<file path="src/rtl/ibb_pkg.sv">
package ibb_pkg;
  localparam int THR_W = 6;
  localparam int REG_W = 16;

  localparam logic [1:0] ADDR_CFG  = 2'd0;
  localparam logic [1:0] ADDR_STAT = 2'd1;
  localparam logic [1:0] ADDR_TXD  = 2'd2;

  localparam int CFG_TX_THR_LSB = 0;
  localparam int CFG_TX_FLUSH   = 6;
  localparam int CFG_RX_THR_LSB = 8;
  localparam int CFG_RX_FLUSH   = 14;

  localparam int ST_RXRDY = 3;
  localparam int ST_TXRDY = 4;
  localparam int ST_UDF   = 10;
  localparam int ST_OVR   = 11;
  localparam int ST_RXDRN = 13;
  localparam int ST_TXDRN = 14;

  localparam int NFLAG = 6;
  typedef enum logic [2:0] {
    F_TXRDY = 3'd0, F_RXRDY = 3'd1, F_TXDRN = 3'd2,
    F_RXDRN = 3'd3, F_OVR   = 3'd4, F_UDF   = 3'd5
  } flag_idx_e;
endpackage

</file>
<file path="src/rtl/ibb_fifo.sv">
module ibb_fifo #(
  parameter int DEPTH = 32,
  parameter int DW    = 8,
  localparam int PTR_W = $clog2(DEPTH),
  localparam int LVL_W = $clog2(DEPTH + 1)
) (
  input  logic             clk,
  input  logic             rst_ni,
  input  logic             flush,
  input  logic             push,
  input  logic [DW-1:0]    wdata,
  input  logic             pop,
  output logic [DW-1:0]    rdata,
  output logic [LVL_W-1:0] level,
  output logic             full,
  output logic             empty
);
  logic [DW-1:0]    mem [DEPTH];
  logic [PTR_W-1:0] wr_q, wr_d, rd_q, rd_d;
  logic [LVL_W-1:0] lvl_q, lvl_d;
  logic             do_push, do_pop;

  assign full    = (lvl_q == LVL_W'(DEPTH));
  assign empty   = (lvl_q == '0);
  assign do_push = push && !full && !flush;
  assign do_pop  = pop && !empty && !flush;
  assign rdata   = mem[rd_q];
  assign level   = lvl_q;

  always_comb begin
    wr_d  = wr_q;
    rd_d  = rd_q;
    lvl_d = lvl_q;
    if (flush) begin
      wr_d  = '0;
      rd_d  = '0;
      lvl_d = '0;
    end else begin
      if (do_push) wr_d = wr_q + PTR_W'(1);
      if (do_pop)  rd_d = rd_q + PTR_W'(1);
      lvl_d = lvl_q + LVL_W'(do_push) - LVL_W'(do_pop);
    end
  end

  always_ff @(posedge clk or negedge rst_ni) begin
    if (!rst_ni) begin
      wr_q  <= '0;
      rd_q  <= '0;
      lvl_q <= '0;
    end else begin
      wr_q  <= wr_d;
      rd_q  <= rd_d;
      lvl_q <= lvl_d;
    end
  end

  always_ff @(posedge clk) begin
    if (do_push) mem[wr_q] <= wdata;
  end

  AST_NO_OVERFLOW: assert property (@(posedge clk) disable iff (!rst_ni)
    (full && push && !pop && !flush) |=> $stable(lvl_q)) else $error("full push moved level");

  AST_FLUSH_EMPTY: assert property (@(posedge clk) disable iff (!rst_ni)
    flush |=> (lvl_q == '0)) else $error("flush left data");
endmodule

</file>
<file path="src/rtl/ibb_watermark.sv">
module ibb_watermark #(
  parameter int DEPTH = 32,
  parameter int CNT_W = 16,
  parameter bit IS_TX = 1'b1,
  localparam int LVL_W = $clog2(DEPTH + 1),
  localparam int CW    = CNT_W + 2
) (
  input  logic [LVL_W-1:0]      level,
  input  logic [ibb_pkg::THR_W-1:0] thr_field,
  input  logic [CNT_W-1:0]      eng_left,
  output logic                  ready_c,
  output logic                  drain_c,
  output logic [ibb_pkg::THR_W-1:0] show_cnt
);
  localparam logic [CW-1:0] SAT = CW'((1 << ibb_pkg::THR_W) - 1);

  logic [CW-1:0] thr_e, fld_e, lvl_e, rem_e, left_e, free_e, shown;

  always_comb begin
    fld_e = CW'(thr_field);
    lvl_e = CW'(level);
    rem_e = CW'(eng_left);
    if (fld_e == '0)                thr_e = CW'(1);
    else if (fld_e > CW'(DEPTH))    thr_e = CW'(DEPTH);
    else                            thr_e = fld_e;
    free_e = CW'(DEPTH) - lvl_e;
  end

  generate
    if (IS_TX) begin : g_tx
      always_comb begin
        left_e  = (rem_e > lvl_e) ? (rem_e - lvl_e) : '0;
        ready_c = (free_e >= thr_e) && (left_e >= thr_e);
        drain_c = (left_e != '0) && (left_e < thr_e) && (free_e >= left_e);
        shown   = left_e;
      end
    end else begin : g_rx
      always_comb begin
        left_e  = lvl_e;
        ready_c = (lvl_e >= thr_e);
        drain_c = (rem_e == '0) && (lvl_e != '0) && (lvl_e < thr_e);
        shown   = lvl_e;
      end
    end
  endgenerate

  assign show_cnt = (shown > SAT) ? SAT[ibb_pkg::THR_W-1:0] : shown[ibb_pkg::THR_W-1:0];
endmodule

</file>
<file path="src/rtl/ibb_flag.sv">
module ibb_flag #(
  parameter bit EDGE = 1'b1
) (
  input  logic clk,
  input  logic rst_ni,
  input  logic cond,
  input  logic clr,
  output logic q
);
  logic cond_q, q_q, q_d, set;

  generate
    if (EDGE) begin : g_edge
      assign set = cond && !cond_q;
    end else begin : g_level
      assign set = cond;
    end
  endgenerate

  always_comb begin
    q_d = q_q;
    if (set)      q_d = 1'b1;
    else if (clr) q_d = 1'b0;
  end

  always_ff @(posedge clk or negedge rst_ni) begin
    if (!rst_ni) begin
      cond_q <= 1'b0;
      q_q    <= 1'b0;
    end else begin
      cond_q <= cond;
      q_q    <= q_d;
    end
  end

  assign q = q_q;

  AST_W1C_CLEAR: assert property (@(posedge clk) disable iff (!rst_ni)
    (clr && !set) |=> !q_q) else $error("clear ignored");

  AST_SET_WINS: assert property (@(posedge clk) disable iff (!rst_ni)
    set |=> q_q) else $error("set lost");
endmodule

</file>
<file path="src/rtl/i2c_burst_buffers.sv">
module i2c_burst_buffers #(
  parameter int DEPTH = 32,
  parameter int DW    = 8,
  parameter int CNT_W = 16,
  localparam int LVL_W = $clog2(DEPTH + 1)
) (
  input  logic                    clk,
  input  logic                    rst_n,
  input  logic                    reg_we,
  input  logic [1:0]              reg_addr,
  input  logic [ibb_pkg::REG_W-1:0] reg_wdata,
  output logic [ibb_pkg::REG_W-1:0] cfg_rdata,
  output logic [ibb_pkg::REG_W-1:0] stat_rdata,
  output logic [ibb_pkg::REG_W-1:0] bufstat_rdata,
  input  logic                    sw_rx_pop,
  output logic [DW-1:0]           sw_rx_data,
  input  logic                    eng_tx_pop,
  output logic [DW-1:0]           eng_tx_data,
  input  logic                    eng_rx_push,
  input  logic [DW-1:0]           eng_rx_data,
  input  logic [CNT_W-1:0]        eng_left
);
  import ibb_pkg::*;

  logic [1:0] rst_sync_q;
  logic       rst_ni;

  always_ff @(posedge clk or negedge rst_n) begin
    if (!rst_n) rst_sync_q <= 2'b00;
    else        rst_sync_q <= {rst_sync_q[0], 1'b1};
  end
  assign rst_ni = rst_sync_q[1];

  logic cfg_we, stat_we, txd_we;
  assign cfg_we  = reg_we && (reg_addr == ADDR_CFG);
  assign stat_we = reg_we && (reg_addr == ADDR_STAT);
  assign txd_we  = reg_we && (reg_addr == ADDR_TXD);

  logic [THR_W-1:0] tx_thr_q, tx_thr_d, rx_thr_q, rx_thr_d;
  logic             tx_flush, rx_flush;

  always_comb begin
    tx_thr_d = tx_thr_q;
    rx_thr_d = rx_thr_q;
    if (cfg_we) begin
      tx_thr_d = reg_wdata[CFG_TX_THR_LSB +: THR_W];
      rx_thr_d = reg_wdata[CFG_RX_THR_LSB +: THR_W];
    end
  end

  always_ff @(posedge clk or negedge rst_ni) begin
    if (!rst_ni) begin
      tx_thr_q <= '0;
      rx_thr_q <= '0;
    end else if (cfg_we) begin
      tx_thr_q <= tx_thr_d;
      rx_thr_q <= rx_thr_d;
    end
  end

  assign tx_flush = cfg_we && reg_wdata[CFG_TX_FLUSH];
  assign rx_flush = cfg_we && reg_wdata[CFG_RX_FLUSH];

  logic [LVL_W-1:0] tx_lvl, rx_lvl;
  logic             tx_full, tx_empty, rx_full, rx_empty;

  ibb_fifo #(.DEPTH(DEPTH), .DW(DW)) u_txq (
    .clk(clk), .rst_ni(rst_ni), .flush(tx_flush),
    .push(txd_we), .wdata(reg_wdata[DW-1:0]),
    .pop(eng_tx_pop), .rdata(eng_tx_data),
    .level(tx_lvl), .full(tx_full), .empty(tx_empty)
  );

  ibb_fifo #(.DEPTH(DEPTH), .DW(DW)) u_rxq (
    .clk(clk), .rst_ni(rst_ni), .flush(rx_flush),
    .push(eng_rx_push), .wdata(eng_rx_data),
    .pop(sw_rx_pop), .rdata(sw_rx_data),
    .level(rx_lvl), .full(rx_full), .empty(rx_empty)
  );

  logic             tx_rdy_c, tx_drn_c, rx_rdy_c, rx_drn_c;
  logic [THR_W-1:0] tx_show, rx_show;

  ibb_watermark #(.DEPTH(DEPTH), .CNT_W(CNT_W), .IS_TX(1'b1)) u_txwm (
    .level(tx_lvl), .thr_field(tx_thr_q), .eng_left(eng_left),
    .ready_c(tx_rdy_c), .drain_c(tx_drn_c), .show_cnt(tx_show)
  );

  ibb_watermark #(.DEPTH(DEPTH), .CNT_W(CNT_W), .IS_TX(1'b0)) u_rxwm (
    .level(rx_lvl), .thr_field(rx_thr_q), .eng_left(eng_left),
    .ready_c(rx_rdy_c), .drain_c(rx_drn_c), .show_cnt(rx_show)
  );

  logic ovr_evt, udf_evt;
  assign ovr_evt = eng_rx_push && rx_full;
  assign udf_evt = eng_tx_pop && tx_empty && (eng_left != '0);

  logic [NFLAG-1:0] f_cond, f_clr, f_q;

  always_comb begin
    f_cond          = '0;
    f_cond[F_TXRDY] = tx_rdy_c;
    f_cond[F_RXRDY] = rx_rdy_c;
    f_cond[F_TXDRN] = tx_drn_c;
    f_cond[F_RXDRN] = rx_drn_c;
    f_cond[F_OVR]   = ovr_evt;
    f_cond[F_UDF]   = udf_evt;
    f_clr          = '0;
    f_clr[F_TXRDY] = stat_we && reg_wdata[ST_TXRDY];
    f_clr[F_RXRDY] = stat_we && reg_wdata[ST_RXRDY];
    f_clr[F_TXDRN] = stat_we && reg_wdata[ST_TXDRN];
    f_clr[F_RXDRN] = stat_we && reg_wdata[ST_RXDRN];
    f_clr[F_OVR]   = stat_we && reg_wdata[ST_OVR];
    f_clr[F_UDF]   = stat_we && reg_wdata[ST_UDF];
  end

  generate
    for (genvar gi = 0; gi < NFLAG; gi++) begin : g_flag
      ibb_flag #(.EDGE(gi < 4)) u_flag (
        .clk(clk), .rst_ni(rst_ni), .cond(f_cond[gi]),
        .clr(f_clr[gi]), .q(f_q[gi])
      );
    end
  endgenerate

  always_comb begin
    stat_rdata           = '0;
    stat_rdata[ST_TXRDY] = f_q[F_TXRDY];
    stat_rdata[ST_RXRDY] = f_q[F_RXRDY];
    stat_rdata[ST_TXDRN] = f_q[F_TXDRN];
    stat_rdata[ST_RXDRN] = f_q[F_RXDRN];
    stat_rdata[ST_OVR]   = f_q[F_OVR];
    stat_rdata[ST_UDF]   = f_q[F_UDF];
    cfg_rdata                                = '0;
    cfg_rdata[CFG_TX_THR_LSB +: THR_W]       = tx_thr_q;
    cfg_rdata[CFG_RX_THR_LSB +: THR_W]       = rx_thr_q;
    bufstat_rdata                            = '0;
    bufstat_rdata[CFG_TX_THR_LSB +: THR_W]   = tx_show;
    bufstat_rdata[CFG_RX_THR_LSB +: THR_W]   = rx_show;
  end

  AST_OVERRUN_FLAG: assert property (@(posedge clk) disable iff (!rst_ni)
    (eng_rx_push && rx_full) |=> stat_rdata[ST_OVR]) else $error("overrun missed");

  AST_UNDERFLOW_FLAG: assert property (@(posedge clk) disable iff (!rst_ni)
    (eng_tx_pop && tx_empty && (eng_left != '0)) |=> stat_rdata[ST_UDF]) else $error("underflow missed");

  AST_EMPTY_POP_HOLDS: assert property (@(posedge clk) disable iff (!rst_ni)
    (sw_rx_pop && rx_empty && !eng_rx_push) |=> (rx_lvl == '0)) else $error("empty pop moved level");
endmodule

</file>
<file path="config.mk">
export PLATFORM = sky130hd
export DESIGN_NAME = i2c_burst_buffers
export DESIGN_NICKNAME = d
export VERILOG_FILES = /design/src/rtl/ibb_pkg.sv /design/src/rtl/ibb_fifo.sv /design/src/rtl/ibb_watermark.sv /design/src/rtl/ibb_flag.sv /design/src/rtl/i2c_burst_buffers.sv
export SDC_FILE = /design/constraint.sdc
export NUM_CORES = 1
export LEC_CHECK = 0
export ABC_AREA = 1
export CORE_MARGIN = 1
export CORE_UTILIZATION = 50
export DETAILED_ROUTE_END_ITERATION = 7
export GPL_ROUTABILITY_DRIVEN = 0
export MAX_ROUTING_LAYER = met4
export PLACE_DENSITY_LB_ADDON = 0.12
export SLEW_MARGIN = 25
export SYNTH_ARGS = -nofsm -noshare
export SYNTH_HDL_FRONTEND = slang
export SYNTH_SLANG_ARGS = --single-unit
</file>
<file path="constraint.sdc">
create_clock -name clk -period 5.1 [get_ports clk]
set_input_delay 0.51 -clock clk [delete_from_list [all_inputs] [get_ports clk]]
set_output_delay 0.51 -clock clk [all_outputs]
set_load 0.05 [all_outputs]
</file>
==> results.sh, run 1 <==
export IMPL_cts_num_sinks=568
export IMPL_cts_resized=0
export IMPL_drtPass1Iterations=5
export IMPL_grt_max_degree=67
export IMPL_pwr_share_clk=0.254
export IMPL_layout_nets=2402
export IMPL_min_path_type="in -> async"
export IMPL_rows=81
export IMPL_grt_pass1_wl_mm=93.2
export IMPL_synth_ff_type="edfxtp_1"
export IMPL_r2r_end="u_txq.mem[7][0]"
export IMPL_clockBufferDepth=3
export IMPL_p_int_mw=9.43
export IMPL_syn_avg_cell_area_sq_um=11.3
export IMPL_top_layer="met4"
export IMPL_p_seq_frac=0.363
export IMPL_max_freq_mhz=218
export IMPL_slowest_delay_ns=0.77
export IMPL_cp_cell_sequence="clkinv_2 > buf_4 > o21ai_0 > o221ai_1 > nand3_1 > nand3_1 > o21ai_0 > inv_1 > clkdlybuf4s50_1"
export IMPL_portBuffers=92
export IMPL_vdd_drop_max_mv=0.414
export IMPL_hold_ws_ns=0.0637
export IMPL_antennaDiodeCount=0
export IMPL_r2r_slack_ns=1.84
export IMPL_setup_viol=0
export IMPL_worst_slew_pin_transition_ns=0.980
export IMPL_combPwrFrac=0.384
export IMPL_core_sq_um=49200
export IMPL_overflow=0
export IMPL_hold_viol_final=0
export IMPL_ant_nets=0
export IMPL_drt_met1_wl_mm=27.0
export IMPL_io_pins=112
export IMPL_die_area_sq_um=51000
export IMPL_first_iter_violations=1364
export IMPL_start_util=0.510
export IMPL_grt_pass1_vias=16200
export IMPL_vias_per_cell=5.62
export IMPL_cts_made_buffers=56
export IMPL_die_y_um=226
export IMPL_r2r_cells=8
export IMPL_final_layout_size_suffix_gt1_frac=0.0663
export IMPL_power_density_nw_per_um2=549
export IMPL_startpoint_type="register"
export IMPL_yosysUniqueCellTypes=47
export IMPL_syn_area_sq_um=25100
export IMPL_vias=16800
export IMPL_grt_usage=0.248
export IMPL_total_power_mw=15.5
export IMPL_multi_input_area_sq_um=7180
export IMPL_dp_slack_ns=0.905
export IMPL_wl_met2_mm=29.6
export IMPL_fill_cells=4092
export IMPL_finalMaxSlewViolations=0
export IMPL_critPathKind="reg -> out"
export IMPL_cts_tree="built"
export IMPL_clk_latency_ns=0.61
export IMPL_die_x_um=226
export IMPL_cp_max_fo=49
export IMPL_switching_share=0.393
export IMPL_grt_setup_unrepaired="false"
export IMPL_drc=0
export IMPL_areaGrowthSynthToFinish_pct=12.9
export IMPL_fin_cells=2986
export IMPL_routed_wirelength_mm=60.9
export IMPL_r2r_start="u_txq.level[1]"
export IMPL_dp_hpwl_mm=37.7
export IMPL_relSlewSlack=0.344
export IMPL_seq_area_sq_um=16800
export IMPL_antenna_found_initial=0
export IMPL_status="completed"
export IMPL_switchingPower_mw=6.11
export IMPL_crit_path_end_kind="primary output"
export IMPL_cts_setup_buffers=0
export IMPL_fin_worst_skew_ns=0.0213
export IMPL_cap_violations=0
export IMPL_setup_tns_final_ns=0
export IMPL_period_needed_ns=4.58
export IMPL_leakagePower_nw=10.1
export IMPL_htreeDepth=2
export IMPL_hold_buffers=0
export IMPL_ys_ff_latch=568
export IMPL_yosysWarnings=0
export IMPL_routedWlPerCell_um=20.4
export IMPL_synthesis_instances=2212
export IMPL_root_buffer="clkbuf_16"
export IMPL_synth_edff_count=512
export IMPL_dr_wl_met3_mm=3.20
export IMPL_slowest_stage="dfrtp_4"
export IMPL_place_inst=2886
export IMPL_crit_required_ns=4.59
export IMPL_yosysSeqAreaShare=0.669
export IMPL_cp_arrival_ns=4.07
export IMPL_timing_final_crit_share=0.899
export IMPL_async_flop_share=0.0986
export IMPL_setup_ws_ns=0.516
export IMPL_path_clk_slew_ns=0.06
## state kept, by name, indices dropped and copies added (netlist names)
register	flops
g_flag.u_flag.cond_q	4
g_flag.u_flag.q	6
rst_sync_q	2
rx_thr_q	6
tx_thr_q	6
u_rxq.level	6
u_rxq.mem	256
u_rxq.rd_q	5
u_rxq.wr_q	5
u_txq.level	6
u_txq.mem	256
u_txq.rd_q	5
u_txq.wr_q	5
## final cells by class
class,instances,share of cell area
well taps,664,0.0294
flip-flops and latches,568,0.593
clock inverters,28,0.00876
clock buffers,72,0.0531
repair buffers,130,0.0424
multi-input cells,1383,0.254
inverters,141,0.0189
## how the worst max path moves through the flow
stage	startpoint	to	cells after the start
floorplan	eng_left[0]	g_flag[2].u_flag.cond_q	22
global placement	eng_left[0]	bufstat_rdata[3]	18
detailed placement	eng_left[0]	bufstat_rdata[5]	18
CTS	u_txq.rd_q[0]	eng_tx_data[6]	10
global route	u_txq.rd_q[0]	eng_tx_data[6]	10
finish	u_rxq.rd_q[0]	sw_rx_data[2]	9
## critical path: cells and delay by family (launching register included)
family,cells,cell delay (ns)
flip-flops,1,0.77
AND/OR/NAND/NOR,2,0.34
AO/OA/AOI/OAI,3,0.65
buffers and inverters,4,1.69
## metal layers
layer / up-vias / track usage
met5: - / -
met4: 0 / 0.0597
met3: 62 / 0.0330
met2: 470 / 0.396
met1: 8264 / 0.337
li1: 7999 / -
## logic make-up (layout without fill, tap and decap cells)
| family | count (synthesis) | after routing | share of synthesized area |
|---|---|---|---|
| AO/OA/AOI/OAI | 491 | 491 | 0.113 |
| XOR/XNOR | 10 | 10 | 0.00350 |
| adder cells (fa/ha/maj) | 74 | 74 | 0.0378 |
| buffers and inverters | 278 | 371 | 0.0463 |
| flip-flops | 568 | 568 | 0.669 |
| other | 2 | 19 | 0.000300 |
| AND/OR/NAND/NOR | 789 | 789 | 0.130 |
## synth_stat cells (2+ instances only)
master	count	area (sq um)
buf_4	24	180
nor2_4	2	22.5
clkinv_1	3	11.3
xor2_1	7	61.3
buf_2	14	70.1
or2_2	3	18.8
o211ai_1	13	97.6
o21ai_2	2	17.5
nor2_1	393	1480
o21bai_1	3	22.5
buf_1	4	15.0
nand2_2	5	31.3
nand3_2	2	20.0
nand3_1	82	410
conb_1	2	7.51
fa_1	3	60.1
edfxtp_1	512	15400
dfrtp_1	56	1400
and2_1	3	18.8
a21oi_1	27	135
nor3b_1	2	15.0
a21oi_2	2	17.5
clkbuf_1	94	353
inv_2	4	15.0
ha_1	71	888
inv_1	133	499
nand2_1	244	916
xnor2_1	3	26.3
o221ai_1	54	473
o22ai_1	74	463
nor3_1	14	70.1
and3_1	2	12.5
o21ai_1	10	50.1
nand4_1	27	169
o21ai_0	302	1510
nor2_2	5	31.3
## power by group through the flow
stage,combinational [mW],sequential [mW],clock (mW)
after CTS,5.96,5.62,4.01
after floorplan,4.05,5.63,0
after global placement,5.83,5.71,0
after global routing,6.57,5.66,4.18
final,5.96,5.63,3.95
after detailed placement,5.93,5.72,0
## placed cells by master (no fill, tap or decap), types with 7 or more instances in the layout
cell	n
o21ai_0	302
nor2_1	393
clkinv_2	12
inv_1	132
ha_1	71
o21ai_1	10
nand3_1	82
clkbuf_1	13
nor3_1	14
dfrtp_1	51
nand2_1	244
nand4_1	27
xor2_1	7
o221ai_1	54
o211ai_1	13
clkdlybuf4s50_1	88
conb_1	19
a21oi_1	27
clkinv_1	13
clkbuf_16	57
buf_4	37
o22ai_1	74
edfxtp_1	512
## stage by stage
step	utilization	area (sq um)
floorplan	-	25100
global placement	0.540	26600
detailed placement	0.540	26500
CTS	0.575	28300
global route	0.575	28300
finish	0.575	28300
Power figures use the tool's default switching activity.
==> run 2, diff against run 1 <==
--- a/config.mk
+++ b/config.mk
@@ -6,7 +6,6 @@
 export NUM_CORES = 1
 export LEC_CHECK = 0
 export ABC_AREA = 1
-export CORE_MARGIN = 1
 export CORE_UTILIZATION = 50
 export DETAILED_ROUTE_END_ITERATION = 7
 export GPL_ROUTABILITY_DRIVEN = 0
==> results of run 2 <==
No change in the layout: final DEF, timing and power equal those of run 1.
